### config.mk
export PLATFORM = sky130hd
export DESIGN_NAME = ea_gen
export DESIGN_NICKNAME = d
export VERILOG_FILES = /design/src/rtl/ea_pkg.sv /design/src/rtl/ea_mode_class.sv /design/src/rtl/ea_direct_calc.sv /design/src/rtl/ea_ptr_walker.sv /design/src/rtl/ea_gen.sv
export SDC_FILE = /design/constraint.sdc
export NUM_CORES = 1
export LEC_CHECK = 0
export ABC_AREA = 1
export BUFFER_PORTS_ARGS = -buffer_cell sky130_fd_sc_hd__buf_2
export CORE_MARGIN = 3
export CORE_UTILIZATION = 62
export DETAILED_ROUTE_END_ITERATION = 7
export HOLD_SLACK_MARGIN = 0.05
export MAX_ROUTING_LAYER = met4
export PLACE_DENSITY = 0.95
export SLEW_MARGIN = 20
export SYNTH_ARGS = -nofsm -noshare
export SYNTH_HDL_FRONTEND = slang
export SYNTH_SLANG_ARGS = --single-unit
### constraint.sdc
create_clock -name clk -period 3.2 [get_ports clk]
set_clock_uncertainty 0.1 [all_clocks]
set_input_delay 0.48 -clock clk [delete_from_list [all_inputs] [get_ports clk]]
set_output_delay 0.48 -clock clk [all_outputs]
set_load 0.02 [all_outputs]
### src/rtl/ea_pkg.sv
package ea_pkg;

  typedef enum logic [3:0] {
    AM_IMPL  = 4'd0,
    AM_ACC   = 4'd1,
    AM_IMM   = 4'd2,
    AM_ZP    = 4'd3,
    AM_ZPX   = 4'd4,
    AM_ZPY   = 4'd5,
    AM_ABS   = 4'd6,
    AM_ABSX  = 4'd7,
    AM_ABSY  = 4'd8,
    AM_IND   = 4'd9,
    AM_PREX  = 4'd10,
    AM_POSTY = 4'd11,
    AM_ZPIND = 4'd12,
    AM_REL   = 4'd13
  } am_e;

  typedef enum logic [1:0] {
    RK_NONE   = 2'd0,
    RK_VALUE  = 2'd1,
    RK_ADDR   = 2'd2,
    RK_OFFSET = 2'd3
  } rk_e;

  typedef enum logic [1:0] {
    T_IDLE = 2'd0,
    T_WALK = 2'd1,
    T_OUT  = 2'd2
  } top_st_e;

  typedef enum logic [2:0] {
    W_IDLE    = 3'd0,
    W_REQ_LO  = 3'd1,
    W_WAIT_LO = 3'd2,
    W_REQ_HI  = 3'd3,
    W_WAIT_HI = 3'd4
  } walk_st_e;

endpackage

### src/rtl/ea_mode_class.sv
module ea_mode_class
  import ea_pkg::*;
(
  input  logic [3:0] mode,
  output logic [1:0] nbytes,
  output logic       walk,
  output logic       post_y,
  output logic [1:0] kind
);

  am_e m;
  assign m = am_e'(mode);

  always_comb begin
    nbytes = 2'd1;
    walk   = 1'b0;
    post_y = 1'b0;
    kind   = RK_ADDR;
    case (m)
      AM_IMPL, AM_ACC: begin
        nbytes = 2'd0;
        kind   = RK_NONE;
      end
      AM_IMM:  kind = RK_VALUE;
      AM_REL:  kind = RK_OFFSET;
      AM_ABS, AM_ABSX, AM_ABSY: nbytes = 2'd2;
      AM_IND: begin
        nbytes = 2'd2;
        walk   = 1'b1;
      end
      AM_PREX, AM_ZPIND: walk = 1'b1;
      AM_POSTY: begin
        walk   = 1'b1;
        post_y = 1'b1;
      end
      AM_ZP, AM_ZPX, AM_ZPY: kind = RK_ADDR;
      default: begin
        nbytes = 2'd0;
        kind   = RK_NONE;
      end
    endcase
  end

endmodule

### src/rtl/ea_direct_calc.sv
module ea_direct_calc
  import ea_pkg::*;
#(
  parameter int DW = 8,
  localparam int AW = 2 * DW
) (
  input  logic [3:0]    mode,
  input  logic [DW-1:0] op_lo,
  input  logic [DW-1:0] op_hi,
  input  logic [DW-1:0] idx_x,
  input  logic [DW-1:0] idx_y,
  output logic [AW-1:0] direct_data,
  output logic [AW-1:0] ptr
);

  am_e m;
  assign m = am_e'(mode);

  logic [DW-1:0] page_x;
  logic [DW-1:0] page_y;
  logic [AW-1:0] full_op;
  logic [AW-1:0] sext_lo;

  // page-zero sums drop their carry so the high byte stays clear
  assign page_x  = op_lo + idx_x;
  assign page_y  = op_lo + idx_y;
  assign full_op = {op_hi, op_lo};

  generate
    if (DW > 1) begin : g_sext
      assign sext_lo = {{DW{op_lo[DW-1]}}, op_lo};
    end else begin : g_sext1
      assign sext_lo = {{DW{op_lo[0]}}, op_lo};
    end
  endgenerate

  always_comb begin
    direct_data = '0;
    case (m)
      AM_IMM, AM_ZP: direct_data = {{DW{1'b0}}, op_lo};
      AM_ZPX:        direct_data = {{DW{1'b0}}, page_x};
      AM_ZPY:        direct_data = {{DW{1'b0}}, page_y};
      AM_ABS:        direct_data = full_op;
      AM_ABSX:       direct_data = full_op + AW'(idx_x);
      AM_ABSY:       direct_data = full_op + AW'(idx_y);
      AM_REL:        direct_data = sext_lo;
      default:       direct_data = '0;
    endcase
  end

  always_comb begin
    ptr = '0;
    case (m)
      AM_IND:             ptr = full_op;
      AM_PREX:            ptr = {{DW{1'b0}}, page_x};
      AM_POSTY, AM_ZPIND: ptr = {{DW{1'b0}}, op_lo};
      default:            ptr = '0;
    endcase
  end

endmodule

### src/rtl/ea_ptr_walker.sv
module ea_ptr_walker
  import ea_pkg::*;
#(
  parameter int DW = 8,
  localparam int AW = 2 * DW
) (
  input  logic          clk,
  input  logic          rst_n,
  input  logic          start,
  input  logic [AW-1:0] start_ptr,
  input  logic [AW-1:0] start_off,
  output logic          mem_req_valid,
  input  logic          mem_req_ready,
  output logic [AW-1:0] mem_req_addr,
  input  logic          mem_rsp_valid,
  input  logic [DW-1:0] mem_rsp_data,
  output logic          done,
  output logic [AW-1:0] eff_addr
);

  walk_st_e      st;
  logic [AW-1:0] ptr_q;
  logic [AW-1:0] off_q;
  logic [DW-1:0] lo_q;

  assign mem_req_valid = (st == W_REQ_LO) || (st == W_REQ_HI);
  assign mem_req_addr  = (st == W_REQ_HI) ? ptr_q + AW'(1) : ptr_q;
  assign done          = (st == W_WAIT_HI) && mem_rsp_valid;
  assign eff_addr      = {mem_rsp_data, lo_q} + off_q;

  always_ff @(posedge clk or negedge rst_n) begin
    if (!rst_n) begin
      st    <= W_IDLE;
      ptr_q <= '0;
      off_q <= '0;
      lo_q  <= '0;
    end else begin
      case (st)
        W_IDLE: if (start) begin
          ptr_q <= start_ptr;
          off_q <= start_off;
          st    <= W_REQ_LO;
        end
        W_REQ_LO:  if (mem_req_ready) st <= W_WAIT_LO;
        W_WAIT_LO: if (mem_rsp_valid) begin
          lo_q <= mem_rsp_data;
          st   <= W_REQ_HI;
        end
        W_REQ_HI:  if (mem_req_ready) st <= W_WAIT_HI;
        W_WAIT_HI: if (mem_rsp_valid) st <= W_IDLE;
        default:   st <= W_IDLE;
      endcase
    end
  end

endmodule

### src/rtl/ea_gen.sv
module ea_gen
  import ea_pkg::*;
#(
  parameter int DW = 8,
  localparam int AW = 2 * DW
) (
  input  logic          clk,
  input  logic          rst_n,
  input  logic          cmd_valid,
  output logic          cmd_ready,
  input  logic [3:0]    cmd_mode,
  input  logic [DW-1:0] cmd_op_lo,
  input  logic [DW-1:0] cmd_op_hi,
  input  logic [DW-1:0] cmd_idx_x,
  input  logic [DW-1:0] cmd_idx_y,
  output logic          mem_req_valid,
  input  logic          mem_req_ready,
  output logic [AW-1:0] mem_req_addr,
  input  logic          mem_rsp_valid,
  input  logic [DW-1:0] mem_rsp_data,
  output logic          res_valid,
  input  logic          res_ready,
  output logic [1:0]    res_kind,
  output logic [AW-1:0] res_data,
  output logic [1:0]    res_nbytes,
  output logic [1:0]    res_pc_step
);

  top_st_e       st;
  logic [1:0]    cls_nb;
  logic          cls_walk;
  logic          cls_post_y;
  logic [1:0]    cls_kind;
  logic [AW-1:0] dir_data;
  logic [AW-1:0] dir_ptr;
  logic          accept;
  logic          walk_start;
  logic          walk_done;
  logic [AW-1:0] walk_addr;
  logic [AW-1:0] walk_off;
  logic [1:0]    kind_q;
  logic [AW-1:0] data_q;
  logic [1:0]    nb_q;
  logic [1:0]    step_q;

  ea_mode_class u_class (
    .mode   (cmd_mode),
    .nbytes (cls_nb),
    .walk   (cls_walk),
    .post_y (cls_post_y),
    .kind   (cls_kind)
  );

  ea_direct_calc #(.DW(DW)) u_direct (
    .mode        (cmd_mode),
    .op_lo       (cmd_op_lo),
    .op_hi       (cmd_op_hi),
    .idx_x       (cmd_idx_x),
    .idx_y       (cmd_idx_y),
    .direct_data (dir_data),
    .ptr         (dir_ptr)
  );

  assign cmd_ready  = (st == T_IDLE);
  assign accept     = cmd_valid && cmd_ready;
  assign walk_start = accept && cls_walk;
  assign walk_off   = cls_post_y ? AW'(cmd_idx_y) : '0;

  ea_ptr_walker #(.DW(DW)) u_walk (
    .clk           (clk),
    .rst_n         (rst_n),
    .start         (walk_start),
    .start_ptr     (dir_ptr),
    .start_off     (walk_off),
    .mem_req_valid (mem_req_valid),
    .mem_req_ready (mem_req_ready),
    .mem_req_addr  (mem_req_addr),
    .mem_rsp_valid (mem_rsp_valid),
    .mem_rsp_data  (mem_rsp_data),
    .done          (walk_done),
    .eff_addr      (walk_addr)
  );

  always_ff @(posedge clk or negedge rst_n) begin
    if (!rst_n) begin
      st     <= T_IDLE;
      kind_q <= RK_NONE;
      data_q <= '0;
      nb_q   <= '0;
      step_q <= '0;
    end else begin
      case (st)
        T_IDLE: if (accept) begin
          kind_q <= cls_kind;
          nb_q   <= cls_nb;
          step_q <= cls_nb + 2'd1;
          if (cls_walk) begin
            st <= T_WALK;
          end else begin
            data_q <= dir_data;
            st     <= T_OUT;
          end
        end
        T_WALK: if (walk_done) begin
          data_q <= walk_addr;
          st     <= T_OUT;
        end
        T_OUT:   if (res_ready) st <= T_IDLE;
        default: st <= T_IDLE;
      endcase
    end
  end

  assign res_valid   = (st == T_OUT);
  assign res_kind    = kind_q;
  assign res_data    = data_q;
  assign res_nbytes  = nb_q;
  assign res_pc_step = step_q;

endmodule

* Word level (Yosys, flattened, before mapping)
Index checks and enable logic that the tools add are counted.
** Operators by class
- Add/subtract/negate cells :: 7
- $mul :: 0
- Div/mod/pow operators :: 0
- $lt $le $gt $ge :: 0
- Equal/unequal tests :: 27
- Shift-type cells :: 0
- Mux-type cells :: 23
- Bitwise gates (word level) :: 0
- Reduce and logical (&&, ||, !) cells :: 19
** Operator list (number)
- $pmux 16 s7 :: 1
- $mux 16 :: 4
- $pmux 16 s3 :: 1
- $add 16x8->16 :: 2
- $pmux 16 s2 :: 1
- $eq 4x4->1 const B :: 6
- $add 16x1->16 const B :: 1
- $add 16x16->16 :: 1
- $add 8x8->8 :: 2
- $eq 4x3->1 const B :: 4
- $mux 3 :: 5
- $pmux 3 s5 :: 1
- $pmux 2 s3 :: 2
- $ne 2x2->1 const B :: 5
- $reduce_or 10->1 :: 1
- $eq 4x2->1 const B :: 2
- $mux 2 :: 4
- $mux 8 :: 1
- $ne 2x1->1 const B :: 4
- $reduce_or 4->1 :: 2
- $reduce_or 8->1 :: 1
- $eq 3x2->1 const B :: 2
- $reduce_and 2->1 :: 3
- $reduce_and 5->1 :: 1
- other kinds (15) :: 19
** Word-level totals
- Register bits :: 67
- Latch bits :: 0
- RAM bits :: 0
- Bits in read-only memories :: 0
- Bits of input ports :: 50
- Output and inout bits :: 41
- Word-level logic and storage cells :: 85
- Memories kept :: 0

* Logic depth before layout (Yosys ltp)
Gate-level depths: netlist of run 1.
- Depth in word-level cells :: 6
- Gate-level depth with buffers :: 20

* Hierarchy
From an unflattened synthesis of run 1, not the netlist that was laid out.
** Second synthesis, totals
- Cells, all modules :: 958
- Area total of the unflattened synthesis :: 6493.7 sq um
** Modules (own cells, without submodules)
- ea_ptr_walker :: instances 1, cells an instance 372, area each 3002.9 sq um, sequential area each 1076.0 sq um
- ea_direct_calc :: instances 1, cells an instance 377, area each 2006.9 sq um, sequential area each 0.0 sq um
- ea_gen :: instances 1, cells an instance 184, area each 1382.6 sq um, sequential area each 600.6 sq um
- ea_mode_class :: instances 1, cells an instance 25, area each 101.3 sq um, sequential area each 0.0 sq um

* Worst setup path after synthesis of run 1
No wires, ideal clock.
- Path type :: in2reg
- From :: input cmd_mode[3]
- To :: register data_q[12], in the netlist res_data[12]
- Library setup time :: 0.117 ns
- Data arrival time :: 2.537 ns
- Data required time :: 2.983 ns
- Slack :: 0.447 ns
- Cell stages on the path :: 20
- Buffers on the path :: 1
- Path through :: buf_4 -> inv_2 -> nor2_4 -> nand2_2 -> mux2_2 -> ha_1 -> inv_1 -> fa_1 -> inv_1 -> nand3_1 -> nand3_1 -> nand2_1 -> nand2_1 -> nand3_1 -> nand3_1 -> nand2_1 -> nand2_1 -> nand2_1 -> nand2_1 -> nand2_1
** On the way
- Word-level cells in the longest chain between the ends :: 6
- Elaborated cells on any way between the ends :: 21
- Classes of those cells :: 13 x eq/ne; 5 x mux; 3 x reduce/logical
** RTL lines
- start, declared :: line ea_gen.sv:11 : input logic [3:0] cmd_mode,
- $eq 4x2->1 :: line ea_direct_calc.sv:39 : case (m)
- $reduce_or 2->1 :: line ea_direct_calc.sv:39
- $pmux 16 s7 :: line ea_direct_calc.sv:39
- $mux 16 :: line ea_gen.sv:97 : if (cls_walk) begin
- $mux 16 :: line ea_gen.sv:93 : T_IDLE: if (accept) begin
- $pmux 16 s2 :: line ea_gen.sv:92 : case (st)
- end signal, assigned :: line ea_gen.sv:100 : data_q <= dir_data;
- end signal, assigned :: line ea_gen.sv:105 : data_q <= walk_addr;
- end, declared :: line ea_gen.sv:42 : logic [AW-1:0] data_q;
Parallel ways exist; a longest one is shown, timed or not. The select of a mux whose other input is x is not followed.
A chain may end at the register's enable or synchronous reset.

* Worst setup path after layout of run 1
- From :: register u_walk.st[2]
- To :: output mem_req_addr[8]
** On the way
- Word-level cells in the longest chain between the ends :: 2
** RTL lines
- start, declared :: line ea_ptr_walker.sv:21 : walk_st_e st;
- start signal, assigned :: line ea_ptr_walker.sv:33 : st <= W_IDLE;
- start signal, assigned :: line ea_ptr_walker.sv:42 : st <= W_REQ_LO;
- start signal, assigned :: line ea_ptr_walker.sv:44 : W_REQ_LO: if (mem_req_ready) st <= W_WAIT_LO;
- $eq 3x2->1 :: line ea_ptr_walker.sv:27 : assign mem_req_addr = (st == W_REQ_HI) ? ptr_q + AW'(1) : ptr_q;
- $mux 16 :: line ea_ptr_walker.sv:27
- end, declared :: line ea_gen.sv:18 : output logic [AW-1:0] mem_req_addr,
No other way between the ends.

==> results of run 1 <==
## path summary, 6_finish.rpt
kind                       slack (ns)  cells past startpoint                           end                   startpoint
min in group clk                 0.20                      2             st[1]$_DFFE_PN0P_                    res_ready
min                              0.05                      1    res_pc_step[0]$_DFFE_PN0P_                        rst_n
min reg2reg                      0.38                      2       res_kind[1]$_DFFE_PN0P_      res_kind[1]$_DFFE_PN0P_
max reg2reg                      0.88                     15      res_data[12]$_DFFE_PN0P_  u_walk.off_q[0]$_DFFE_PN0P_
max in group asynchronous        2.24                      2  u_walk.ptr_q[15]$_DFFE_PN0P_                        rst_n
max                              0.36                      7               mem_req_addr[8]     u_walk.st[2]$_DFFE_PN0P_
## logic make-up after synthesis
logic type / after synthesis
compound gates: 102
xor+xnor: 21
simple gates: 476
buf+inv: 139
mux: 8
flops: 59
fa+ha+maj: 38
## layout by cell type, fill, tap and decap left out, types with 2 or more instances in the layout
cell type / netlist / final
nand2_1: 273 / 273
inv_1: 118 / 118
buf_2: 6 / 90
nand3_1: 88 / 88
dfrtp_1: 59 / 59
nor2_1: 55 / 55
o21ai_0: 42 / 42
a21oi_1: 36 / 36
ha_1: 34 / 34
nand4_1: 28 / 28
xor2_1: 18 / 18
clkbuf_8: 0 / 10
buf_4: 1 / 9
or2_2: 8 / 8
nor3_1: 8 / 8
mux2_2: 8 / 8
a31oi_1: 6 / 6
inv_2: 6 / 6
o21ai_1: 5 / 5
fa_1: 4 / 4
nand3b_1: 3 / 3
nor2_4: 3 / 3
nand2_2: 3 / 3
a22oi_1: 3 / 3
xnor2_1: 3 / 3
bufinv_16: 0 / 3
nand3_2: 2 / 2
o31ai_1: 2 / 2
clkinv_2: 0 / 2
## cell type report
class | instances | area (µm²) | share of cell area
clock inverter | 5 | 100.1 | 0.01602
sequential | 59 | 1476 | 0.2362
timing repair buffer | 99 | 518.0 | 0.08288
inverter | 124 | 465.4 | 0.07447
clock buffer | 11 | 141.4 | 0.02262
tap | 105 | 131.4 | 0.02102
multi-input combinational | 645 | 3417 | 0.5467
## power by group through the flow
stage	clock network (mW)	registers [mW]	logic (mW)
detailed placement	0	1.26	1.99
finish	0.840	1.26	2.03
global placement	0	1.25	1.94
CTS	0.838	1.26	2.01
global route	0.871	1.29	2.27
floorplan	0	1.38	1.27
## routing by layer
layer / GRT usage / vias to the layer above / wire length, µm
li1: - / 2929 / -
met1: 0.4398 / 2710 / 6470
met2: 0.5192 / 359 / 7307
met3: 0.07013 / 52 / 1710
met4: 0.1324 / 0 / 577
met5: - / - / 0
## metrics by stage
stage / util / power (mW) / instances
final: 0.7456 / 4.130 / 1048
after global routing: 0.7456 / 4.438 / 1048
after CTS: 0.7456 / 4.104 / 1048
after detailed placement: 0.7168 / 3.251 / 1032
after global placement: 0.7168 / 3.199 / 1032
after floorplan: - / 2.648 / 843
## registers in the layout (all words and copies together) (netlist names)
name	count
res_data	16
res_kind	2
res_pc_step	2
u_walk.lo_q	8
u_walk.st	3
res_nbytes	2
u_walk.off_q	8
u_walk.ptr_q	16
st	2
==> qor.yml, run 1 <==
synth_top_family_by_area: "simple AND/OR/NAND/NOR gates"
hold_class: "primary input to asynchronous set/reset pin"
timing.fmax_mhz: 352.1
drtIter0Drc: 530
yosysTopAreaCellShare: 0.2710
synth_xor_area_frac: 0.03375
maxCapViolations: 0
core_area_um2: 8382
finalSetupTns_ns: 0
die_area_um2: 9949
whs_ns: 0.04739
cts.sinks: 59
timing.final.crit_share: 0.8876
path_delay_family: "simple AND/OR/NAND/NOR gates"
cts_tree: "yes"
yosysSeqAreaShare: 0.2710
syn_area_um2: 5449
post-route-drc-count: 0
clockRootBuffer: "clkbuf_8"
antenna_found_initial: 0
routed_via_density: 5.773
clockBufferDepth: 2
grt_first_pass_wirelength_mm: 26.22
critical_path.max_stage_delay_ns: 0.41
clkTransAtPathRegs_ns: 0.07
p_leak_nw: 3.507
grt_setup_unrepaired: "no"
status: "completed"
ys_ff_latch: 59
cts_resized: 0
slew_viol_final: 0
intPower_mw: 2.265
synth_most_common_cell: "nand2_1"
worstSetupPathType: "register to primary output"
crit_arrival_ns: 2.26
hold_buffers: 0
postLayoutCellArea_um2: 6250
critical_path.max_fanout: 4
chipWidth_um: 99.75
gp_congestion: 0.9885
synth_fa_ha_area_frac: 0.09277
grt_pass1_vias: 5609
synth_area_leaders: "dfrtp_1 (27%), nand2_1 (19%), inv_1 (8.1%)"
p_switching_mw: 1.866
tightest_slew_ns: 0.6466
synth-simple-area-share: 0.3796
grt_max_degree: 30
swShare: 0.4517
ys_warn_count: 0
power_frac_seq: 0.306
final-setup-viol-count: 0
hold_viol: 0
pwr-share-clk: 0.203
yosysTopAreaCell: "dfrtp_1"
cts_max_level: 3
dp_slack_ns: 0.1513
dr.pass1.iters: 6
synth_edf_count: 0
synthTopCellsByCount: "nand2_1 (273), inv_1 (118), nand3_1 (88)"
syn_nets: 931
synth-main-ff-cell: "dfrtp_1"
end_kind: "primary output"
drt-total-wl_mm: 16.06
cts_setup_buffers: 0
period_needed_ns: 2.840
gr-usage-all-layers: 0.3388
vias: 6050
port_buffers: 90
synthCells: 843
synthMuxAreaShare: 0.01653
cp_num_buf_inv: 2
ant_nets: 0
clk_latency_ns: 0.35
wl_per_cell_um: 15.33
die_h_um: 99.75
synth.distinct_cells: 41
start_util: 0.6501
place_hpwl_mm: 12.31
dpl-instance-area_um2: 6008
avgSynthCellArea_um2: 6.464
synthArstFlopShare: 1.000
antenna_cells: 0
worst_slack_ns: 0.3598
area_growth_pct: 14.70
drive_gt1_frac: 0.1559
critPathLaunchType: "register"
fillCellCount: 644
cp_slowest_cell: "dfrtp_1"
powerDensity_nw_per_um2: 660.9
p_comb_frac: 0.491
final_nets: 1026
num_rows: 33
globalRouteOverflowTotal: 0
required_ns: 2.62
relSlewSlack: 0.5689
synth_compound_area_frac: 0.1045
cp_cell_sequence: "nor3_2, inv_2, nor2_4, nand4_1, nor2_2, xor2_1, buf_2"
vdd_drop_max_v: 0.0002859
pin_count: 91
cts_buffers: 9
(Power assumes the default switching activity.)
==> run 2, diff against run 1 <==
Settings changed: CORE_MARGIN 3 to 8, SLEW_MARGIN 20 to 10.
==> run 2 against run 1 <==
Clock-buffer cell count stayed put. First-iteration DRC count is 23% higher. Worst hold slack better by 0.029 ns. Critical endpoint is now mem_req_addr[14]. Design area is 0.94% lower. Largest cell class unchanged. Sequential share of layout area is 0.22 points higher. Global-route usage is 4.0 points lower. Critical path type unchanged. Clock power is 21% lower. Highest routed layer unchanged. Fmax is 2.8% lower. Routed wire length is 4.1% higher.
==> qor.yml, run 2 (synthesis gave the netlist of run 1 again) <==
clockBufferDepth: 2
met1_usage: 0.3884
drtIter0Drc: 653
fillCellCount: 714
wl_per_cell_um: 15.95
end_kind: "primary output"
cts.sinks: 59
r2r_cells: 15
gr-usage-all-layers: 0.2987
chipWidth_um: 109.7
clkTransAtPathRegs_ns: 0.07
crit_path_start: "u_walk.st[2]$_DFFE_PN0P_"
post-place-cells: 1033
critical_path.max_stage_delay_ns: 0.42
finalNonFillerCells: 1049
gp_congestion: 1.012
final_cell_mix: "nand2_1 (273), inv_1 (118), buf_2 (90), nand3_1 (88), dfrtp_1 (59)"
ant_nets: 0
port_buffers: 90
place_hpwl_mm: 12.91
hold_class: "primary input to asynchronous set/reset pin"
start_util: 0.6310
met2_usage: 0.4668
cp_slowest_cell: "dfrtp_1"
globalRouteOverflowTotal: 0
dpl-instance-area_um2: 5997
critical_path.max_fanout: 4
grt_setup_unrepaired: "no"
critPathLaunchType: "register"
cts_max_level: 3
tightest_slew_ns: 0.6894
grt_max_degree: 33
core_area_um2: 8636
post-route-drc-count: 0
powerDensity_nw_per_um2: 648.2
die_area_um2: 12040
cts_setup_buffers: 0
maxCapViolations: 0
clk_latency_ns: 0.34
hold_viol: 0
cp_common_cell: "nand4_1"
final-setup-viol-count: 0
num_rows: 34
postLayoutCellArea_um2: 6191
vias: 6006
r2r_setup_slack_ns: 0.84
drt-total-wl_mm: 16.73
p_leak_nw: 3.474
drive_gt1_frac: 0.1541
routed_via_density: 5.725
dr.pass1.iters: 5
final_common_cell: "nand2_1"
gr-usage-met3: 0.03751
cts_buffers: 9
rr_endpoint: "res_data[12]$_DFFE_PN0P_"
grt_pass1_vias: 5778
hold_buffers: 0
finalSetupTns_ns: 0
cp_cell_sequence: "nor3_2, inv_2, nor2_4, nand4_1, nor2_2, nand4_1, xor2_1, buf_2"
pin_count: 91
slew_viol_final: 0
crit_arrival_ns: 2.34
grt.busiest_layer: "met2"
clockRootBuffer: "clkbuf_8"
status: "completed"
timing.final.crit_share: 0.9132
timing.fmax_mhz: 342.2
vdd_drop_max_v: 0.0003221
grt_first_pass_wirelength_mm: 27.68
antenna_found_initial: 0
relSlewSlack: 0.5404
antenna_cells: 0
final_nets: 1024
r2r-start: "u_walk.lo_q[0]$_DFFE_PN0P_"
area_growth_pct: 13.62
worstSetupPathType: "register to primary output"
cts_tree: "yes"
period_needed_ns: 2.922
required_ns: 2.62
cts_resized: 0
die_h_um: 109.7
==> run 2: changes by cell type in the layout (fill, tap and decap cells not counted), sizes merged <==
cell      before  now
buf           99   97
bufinv         3    1
clkinv         2    3
clkinvlp       0    1
==> run 2: final cells by class <==
cell class	instances	area, µm²	share of cell area
clock inverter	5	52.55	0.008488
inverter	124	465.4	0.07518
tap	108	135.1	0.02183
timing repair buffer	97	503.0	0.08124
sequential	59	1476	0.2385
clock buffer	11	141.4	0.02284
multi-input combinational	645	3417	0.5519
==> run 2: worst max-delay path by stage <==
stage / endpoint / cells after the start / slack, ns
2_1_floorplan: res_data[12]$_DFFE_PN0P_ / 20 / 0.45
3_3_place_gp: res_data[12]$_DFFE_PN0P_ / 19 / 0.18
3_5_place_dp: res_data[12]$_DFFE_PN0P_ / 19 / 0.12
4_1_cts: mem_req_addr[14] / 8 / 0.30
5_1_grt: mem_req_addr[12] / 8 / 0.10
6_report: mem_req_addr[14] / 8 / 0.28
==> run 2: routing by layer <==
metal,wire length (µm),part of all wire
met2,7673,0.46
met4,500,0.030
met5,0,0
met1,7213,0.43
met3,1341,0.080
==> run 2: report_power, final <==
group / total (mW) / internal (mW) / switching, mW
clock network: 0.666 / 0.376 / 0.290
registers: 1.28 / 1.05 / 0.223
logic: 2.07 / 0.678 / 1.39
total: 4.01 / 2.11 / 1.91
==> run 2: worst max-delay path: cells and delay by family, from the launching register on <==
kind	cells	cell delay (ns)
AND/OR/NAND/NOR	5	1.08
XOR/XNOR	1	0.17
buffers and inverters	2	0.33
flip-flops	1	0.42
==> run 2: per-stage QoR <==
step,hold WS (ns),total power [mW],setup slack (ns),utilization
final,0.07634,4.013,0.2779,0.7169
after global routing,0.1470,4.308,0.1047,0.7169
after CTS,0.09359,3.984,0.3008,0.7169
after detailed placement,0.3606,3.270,0.1157,0.6944
after global placement,0.3589,3.220,0.1767,0.6944
after floorplan,0.08441,2.648,0.4466,-
==> run 3, diff against run 2 <==
Settings changed: REMOVE_ABC_BUFFERS set to 1.
==> run 3 against run 2 <==
Sequential share of layout area about the same. Via count down 0.17%. Design area up 0.12%. Die area unchanged. Critical path depth unchanged. Worst hold slack better by 0.097 ns. Routed wire length down 0.66%. First-iteration DRC count down 20%. Sequential power about the same. Combinational power about the same. Largest power group unchanged. Highest routed layer unchanged.
==> qor.yml, run 3 (synthesis gave the netlist of run 1 again) <==
status: "completed"
hold_class: "primary input to asynchronous set/reset pin"
dpl-instance-area_um2: 6005
core_area_um2: 8636
clk_latency_ns: 0.34
cts_resized: 0
antenna_cells: 0
tightest_slew_ns: 0.7335
hold_buffers: 0
final_cell_mix: "nand2_1 (273), inv_1 (118), buf_2 (90), nand3_1 (88), dfrtp_1 (59)"
final_nets: 1025
rr_endpoint: "res_data[12]$_DFFE_PN0P_"
grt_pass1_vias: 5691
maxCapViolations: 0
drive_gt1_frac: 0.1550
p_leak_nw: 3.479
cts_max_level: 3
crit_arrival_ns: 2.37
pwr-share-clk: 0.168
critPathLaunchType: "register"
gp_congestion: 0.9718
seq_area_um2: 1476
p_total_mw: 4.010
dp_slack_ns: 0.1265
worstSetupPathType: "register to primary output"
place_hpwl_mm: 13.05
vias: 5996
wl_met3_mm: 1.391
required_ns: 2.62
vdd_drop_max_v: 0.0003075
top_layer: "met4"
grt_first_pass_wirelength_mm: 26.99
post-place-cells: 1034
cts_tree: "yes"
antenna_found_initial: 0
crit_path_start: "u_walk.st[2]$_DFFE_PN0P_"
slew_viol_final: 0
worst_slack_ns: 0.2491
period_needed_ns: 2.951
drt-total-wl_mm: 16.62
timing.fmax_mhz: 338.9
met2_length_mm: 7.876
port_buffers: 90
die_h_um: 109.7
timing.final.crit_share: 0.9221
globalRouteOverflowTotal: 0
met1_length_mm: 6.915
relSlewSlack: 0.5110
drtIter0Drc: 523
finalSetupTns_ns: 0
finalNonFillerCells: 1050
grt_setup_unrepaired: "no"
clkTransAtPathRegs_ns: 0.07
end_kind: "primary output"
area_growth_pct: 13.75
pin_count: 91
wl_per_cell_um: 15.83
final_common_cell: "nand2_1"
clockBufferDepth: 2
critPathCapture: "mem_req_addr[12]"
start_util: 0.6310
cts.sinks: 59
swShare: 0.4753
r2r-start: "u_walk.lo_q[0]$_DFFE_PN0P_"
cts_buffers: 9
die_area_um2: 12040
ant_nets: 0
r2r_cells: 15
clockRootBuffer: "clkbuf_8"
dr.pass1.iters: 6
routed_via_density: 5.710
critical_path.max_fanout: 4
grt_max_degree: 60
p_comb_frac: 0.515
chipWidth_um: 109.7
hold_viol: 0
cts_setup_buffers: 0
gr-usage-all-layers: 0.2908
intPower_mw: 2.104
multi_input_area_um2: 3417
num_rows: 34
r2r_setup_slack_ns: 0.92
fillCellCount: 697
powerDensity_nw_per_um2: 646.9
p_switching_mw: 1.906
final-setup-viol-count: 0
postLayoutCellArea_um2: 6198
post-route-drc-count: 0
power_frac_seq: 0.317
## run 3: changes by cell type in the layout (fill, tap and decap cells not counted), sizes merged
cell	before	now
buf	97	98
## run 3: routing by layer
layer | vias to the layer above | track usage
li1 | 2935 | -
met4 | 0 | 0.1128
met1 | 2720 | 0.3679
met5 | - | -
met2 | 302 | 0.4625
met3 | 39 | 0.03869
## run 3: power by group through the flow
stage	Combinational (mW)	Sequential, mW	Clock (mW)
floorplan	1.22	1.38	0
global placement	1.97	1.25	0
detailed placement	2.03	1.26	0
CTS	2.05	1.26	0.680
global route	2.28	1.30	0.712
finish	2.06	1.27	0.674
## run 3: cell type report
class                           instances  share of cell area
Clock buffer                           11             0.02281
Clock inverter                          5            0.008478
Inverter                              124             0.07509
Multi-Input combinational cell        645              0.5513
Sequential cell                        59              0.2382
Tap cell                              108             0.02180
Timing Repair Buffer                   98             0.08236
## run 3: how the worst min path moves through the flow
stage                                          start                         end  slack [ns]  depth (start not counted)
after floorplan                                rst_n     res_data[0]$_DFFE_PN0P_        0.08                          0
after global placement      res_data[11]$_DFFE_PN0P_    res_data[11]$_DFFE_PN0P_        0.36                          2
after detailed placement  res_pc_step[0]$_DFFE_PN0P_  res_pc_step[0]$_DFFE_PN0P_        0.36                          2
after CTS                                      rst_n     res_kind[1]$_DFFE_PN0P_        0.20                          2
after global routing                       res_ready           st[1]$_DFFE_PN0P_        0.22                          2
final                                          rst_n     res_kind[1]$_DFFE_PN0P_        0.17                          2
## run 3: worst max-delay path, stage by stage, from the launching register on
cell	delay (ns)
dfrtp_1	0.41
nor3_2	0.32
inv_2	0.13
nor2_4	0.17
nand4_1	0.20
nor2_2	0.27
nand4_1	0.15
xor2_1	0.17
buf_2	0.19
## run 3: through the flow
| step | hold slack [ns] | utilization |
|---|---|---|
| floorplan | 0.08441 | - |
| global placement | 0.3623 | 0.6953 |
| detailed placement | 0.3649 | 0.6953 |
| CTS | 0.2011 | 0.7178 |
| global route | 0.2207 | 0.7178 |
| finish | 0.1729 | 0.7178 |
